`src/rtl/nru_pkg.sv`:
```
package nru_pkg;
  function automatic int unsigned idx_w(input int unsigned n);
    return (n > 1) ? $clog2(n) : 1;
  endfunction
endpackage

```
`src/rtl/nru_state_array.sv`:
```
module nru_state_array #(
  parameter int unsigned SETS  = 64,
  parameter int unsigned WAYS  = 8,
  localparam int unsigned SET_W = nru_pkg::idx_w(SETS)
) (
  input  logic                   clk_i,
  input  logic                   rst_ni,
  input  logic [SET_W-1:0]       rd_set_i,
  output logic [WAYS-1:0]        rd_bits_o,
  input  logic                   wr_en_i,
  input  logic [SET_W-1:0]       wr_set_i,
  input  logic [WAYS-1:0]        wr_bits_i,
  output logic [SETS*WAYS-1:0]   state_o
);
  logic [WAYS-1:0] rows_q [SETS];

  for (genvar s = 0; s < SETS; s++) begin : g_row
    always_ff @(posedge clk_i or negedge rst_ni) begin
      if (!rst_ni)
        rows_q[s] <= '1;
      else if (wr_en_i && (wr_set_i == SET_W'(s)))
        rows_q[s] <= wr_bits_i;
    end
    assign state_o[s*WAYS +: WAYS] = rows_q[s];
  end

  always_comb begin
    rd_bits_o = '1;
    for (int s = 0; s < SETS; s++)
      if (rd_set_i == SET_W'(s)) rd_bits_o = rows_q[s];
  end
endmodule

```
`src/rtl/nru_next_bits.sv`:
```
module nru_next_bits #(
  parameter int unsigned WAYS  = 8,
  localparam int unsigned WAY_W = nru_pkg::idx_w(WAYS)
) (
  input  logic [WAYS-1:0]  cur_i,
  input  logic [WAY_W-1:0] way_i,
  output logic [WAYS-1:0]  next_o,
  output logic             refresh_o
);
  logic [WAYS-1:0] hit_oh;
  logic [WAYS-1:0] cleared;

  always_comb begin
    for (int w = 0; w < WAYS; w++) hit_oh[w] = (way_i == WAY_W'(w));
    cleared   = cur_i & ~hit_oh;
    refresh_o = (cleared == '0);
    next_o    = refresh_o ? '1 : cleared;
  end
endmodule

```
`src/rtl/nru_lowest_pick.sv`:
```
module nru_lowest_pick #(
  parameter int unsigned WAYS  = 8,
  localparam int unsigned WAY_W = nru_pkg::idx_w(WAYS)
) (
  input  logic [WAYS-1:0]  bits_i,
  output logic [WAY_W-1:0] way_o,
  output logic             any_o
);
  // descending scan: last assignment wins, giving the lowest set bit
  always_comb begin
    way_o = '0;
    any_o = 1'b0;
    for (int w = WAYS - 1; w >= 0; w--) begin
      if (bits_i[w]) begin
        way_o = WAY_W'(w);
        any_o = 1'b1;
      end
    end
  end
endmodule

```
`src/rtl/nru_victim_sel.sv`:
```
module nru_victim_sel #(
  parameter int unsigned NUM_SETS = 64,
  parameter int unsigned NUM_WAYS = 8,
  localparam int unsigned SET_W = nru_pkg::idx_w(NUM_SETS),
  localparam int unsigned WAY_W = nru_pkg::idx_w(NUM_WAYS)
) (
  input  logic             clk_i,
  input  logic             rst_ni,
  input  logic [SET_W-1:0] set_i,
  input  logic             touch_i,
  input  logic [WAY_W-1:0] touch_way_i,
  input  logic             victim_req_i,
  output logic [WAY_W-1:0] victim_way_o,
  output logic             victim_valid_o
);
  logic [NUM_WAYS-1:0]          cur_bits;
  logic [NUM_WAYS-1:0]          new_bits;
  logic [NUM_SETS*NUM_WAYS-1:0] state_flat;
  logic                         refresh;
  logic                         any_cand;

  nru_state_array #(.SETS(NUM_SETS), .WAYS(NUM_WAYS)) u_array (
    .clk_i     (clk_i),
    .rst_ni    (rst_ni),
    .rd_set_i  (set_i),
    .rd_bits_o (cur_bits),
    .wr_en_i   (touch_i),
    .wr_set_i  (set_i),
    .wr_bits_i (new_bits),
    .state_o   (state_flat)
  );

  nru_next_bits #(.WAYS(NUM_WAYS)) u_next (
    .cur_i     (cur_bits),
    .way_i     (touch_way_i),
    .next_o    (new_bits),
    .refresh_o (refresh)
  );

  nru_lowest_pick #(.WAYS(NUM_WAYS)) u_pick (
    .bits_i (cur_bits),
    .way_o  (victim_way_o),
    .any_o  (any_cand)
  );

  assign victim_valid_o = victim_req_i & any_cand;

  logic unused_refresh;
  assign unused_refresh = refresh;
endmodule

```
`config.mk`:
```
export PLATFORM = sky130hd
export DESIGN_NAME = nru_victim_sel
export DESIGN_NICKNAME = d
export VERILOG_FILES = /design/src/rtl/nru_pkg.sv /design/src/rtl/nru_state_array.sv /design/src/rtl/nru_next_bits.sv /design/src/rtl/nru_lowest_pick.sv /design/src/rtl/nru_victim_sel.sv
export SDC_FILE = /design/constraint.sdc
export NUM_CORES = 1
export LEC_CHECK = 0
export ABC_AREA = 1
export BUFFER_PORTS_ARGS = -buffer_cell sky130_fd_sc_hd__buf_2
export CORE_ASPECT_RATIO = 1.25
export CORE_MARGIN = 2
export CORE_UTILIZATION = 65
export DETAILED_ROUTE_END_ITERATION = 12
export PLACE_DENSITY = 0.81
export SYNTH_ARGS = -nofsm -noshare
export SYNTH_HDL_FRONTEND = slang
export SYNTH_SLANG_ARGS = --single-unit
export TNS_END_PERCENT = 50
```
`constraint.sdc`:
```
create_clock -name clk_i -period 6.86 [get_ports clk_i]
set_input_delay 0.686 -clock clk_i [delete_from_list [all_inputs] [get_ports clk_i]]
set_output_delay 0.686 -clock clk_i [all_outputs]
set_load 0.02 [all_outputs]
```
==> results.cfg <==
[worst_setup_path]
crit_slowest_cell = dfstp_2
cp_max_fo = 2
critPathCaptureType = output port
crit-reg2reg-launch = u_array.state_o[17]$_DFFE_PN1P_
max_stage_delay_ns = 0.54
crit_top_cell = nand2_1
crit_start = u_array.state_o[15]$_DFFE_PN1P_
start_kind = register
critPathRequiredTime_ns = 6.17
worstPathArrival_ns = 5.80
critPathKind = reg2out
r2r_cells = 48

[layout]
utilization_pct = 71.1
diodes = 0
final_area_um2 = 28300
syn2layout_area_growth_pct = 8.66
nets = 3498
layout-drive-gt1-share_pct = 27.6
largest_reg_flops = 512

[die]
core_area_um2 = 39800
initial_utilization_pct = 65.5
die_x_um = 183
fp-row-count = 82
die_y_um = 228
ios = 17
die-area_um2 = 41700

[clock_network]
cts_tree = yes
cts_buffers = 50
clk_pin_slew_worst_paths_ns = 0.06
htreeDepth = 2
cts_sinks = 512
cts-root-buf = clkbuf_16
clock_path_buffers = 3
clkLatencyLatePin_ns = 0.60

[logic_synthesis]
syn-instance-count = 3440
synth_cell_type_count = 30
avgSynthCellArea_um2 = 7.58
ys_async_sr_fraction_pct = 100
yosysSeqAreaShare_pct = 51.6
synth_area_leader_cell = dfstp_2
ys.flop_type = dfstp_2
yosys-top-cells-count = 1852 x nand2_1, 512 x dfstp_2, 271 x nor2_1
synthTopCellsByArea = dfstp_2 52%, nand2_1 27%, or2_2 4.8%
synth_edf_count = 0
yosysMostFrequentCell = nand2_1
synth_top_area_share_pct = 51.6
synth_area_um2 = 26100
synth-seq-cells = 512
yosys_warnings = 0
syn_nets = 3453

[timing]
rsz0062_at_grt = yes
slew_headroom_pct = 25.5
finClkSkew_ns = 0.0194
max_freq_ghz = 0.154
min_period_ns = 6.48
final.period_utilization_pct = 94.5
finalSetupTns_ns = 0
hold_viol_final = 0
setup_viol = 0
maxSlewViolCount = 0
max_slew.worst_pin.slew_ns = 1.12

[routing]
top_layer_used = met4
wl_met1_um = 28400
dr_total_vias = 22640
firstDrtPassIters = 6
wl_met2_um = 34000
viasPerCell = 5.62
drc = 0
wl_met3_um = 5610
ant_nets = 0
drt_wl_total_um = 71500
drt_iter0_markers = 2339
wl_per_cell_um = 17.8

[placed_design]
hpwlAfterDp_um = 46900
place_congestion = 0.972
io_buffers = 16
dpl_cell_area_um2 = 26600

[global_route]
grt_max_degree = 195
antenna_found_initial = 0
grt_pass1_wl_um = 117000
overflow = 0
grt_pass1_vias = 22589
track_usage_pct = 35.0

[flow_run]
drv_cap = 0

[pwr]
ir_drop_uv = 223
totalPowerFinal_mw = 8.44
cellPowerDensity_nw_per_um2 = 298
leakage_nw = 13.3

[outcome]
status = complete, no violations

[worst_hold_path]
hold_path.class = in2async
## area by class of cell
| cell class | instances | area, um2 |
|---|---|---|
| multi-input cells | 2642 | 11200 |
| clock inverters | 20 | 138 |
| well taps | 504 | 631 |
| fillers | 3139 | 11500 |
| clock buffers | 71 | 1450 |
| flip-flops and latches | 512 | 13500 |
| inverters | 225 | 852 |
| repair buffers | 54 | 573 |
## power breakdown
group	total, mW	leakage, nW	switching, mW	internal, mW
logic	1.53	7.24	1.07	0.465
registers	4.19	5.31	0.297	3.89
clock network	2.72	0.780	1.21	1.51
total	8.44	13.3	2.57	5.87
## through the flow
stage                     hold slack, ns  std cells  worst slack [ns]
after CTS                          0.454       4026             0.184
after global placement             0.452       3935             0.351
final                              0.440       4028             0.376
after detailed placement           0.454       3935             0.290
after floorplan                    0.445       3440              2.10
after global routing               0.474       4028           -0.0448
## repair_timing
| action | CTS | global route |
|---|---|---|
| resized for setup | 0 | 25 |
| hold buffers | 0 | 0 |
| setup buffers | 0 | 2 |
| endpoints found under the setup margin | 0 | 4 |
## worst paths after layout
| kind | end | slack, ns |
|---|---|---|
| setup reg to reg | u_array.state_o[286]$_DFFE_PN1P_ | 1.01 |
| setup / recovery | victim_way_o[0] | 0.38 |
| hold / removal | u_array.state_o[34]$_DFFE_PN1P_ | 0.44 |
| hold reg to reg | u_array.state_o[42]$_DFFE_PN1P_ | 0.47 |
| min in group clk_i | u_array.state_o[42]$_DFFE_PN1P_ | 0.47 |
| max in group asynchronous | u_array.state_o[355]$_DFFE_PN1P_ | 5.44 |
## worst max-delay path, delay by kind of cell (launching register included)
| family | cells | cell delay, ns |
|---|---|---|
| buf+inv | 2 | 0.22 |
| simple gates | 46 | 4.29 |
| compound gates | 1 | 0.13 |
| flops | 1 | 0.54 |
## cell families (layout without fill, tap and decap cells)
logic type / Yosys count / count (layout) / synth area share, %
and+or+nand+nor: 2579 / 2579 / 41.6
AOI/OAI and AO/OA: 63 / 63 / 1.25
DFF: 512 / 512 / 51.6
buffers and inverters: 286 / 370 / 5.55
## placed cells by master (no fill, tap or decap), types with 2 or more instances in the layout
| cell | netlist | routed |
|---|---|---|
| inv_2 | 11 | 12 |
| buf_12 | 0 | 15 |
| o21ai_0 | 49 | 49 |
| nand2_2 | 9 | 15 |
| nand2_4 | 9 | 9 |
| clkinv_2 | 0 | 14 |
| nand2_8 | 2 | 2 |
| nand2_1 | 1852 | 1846 |
| nand3_2 | 0 | 2 |
| dfstp_2 | 512 | 512 |
| nand4_1 | 78 | 78 |
| clkbuf_16 | 0 | 53 |
| a21oi_1 | 8 | 7 |
| buf_8 | 1 | 2 |
| nor3_1 | 2 | 2 |
| nand3_1 | 66 | 63 |
| buf_2 | 1 | 14 |
| clkinvlp_4 | 0 | 5 |
| clkbuf_1 | 5 | 12 |
| nor2_4 | 6 | 7 |
| or2_0 | 5 | 5 |
| nor2_2 | 76 | 79 |
| nor2_1 | 271 | 267 |
| inv_1 | 207 | 204 |
| buf_4 | 0 | 22 |
| or2_2 | 198 | 198 |
| clkinv_1 | 7 | 7 |
| clkbuf_8 | 0 | 6 |
| or2_1 | 5 | 5 |
## layer usage
metal | GRT usage, % | up-vias
met4 | 16.9 | 0
met1 | 46.4 | 10851
met5 | 0 | -
met3 | 5.30 | 240
met2 | 56.5 | 1010
li1 | - | 10539
Note: power is estimated with default switching activity, not from simulation.
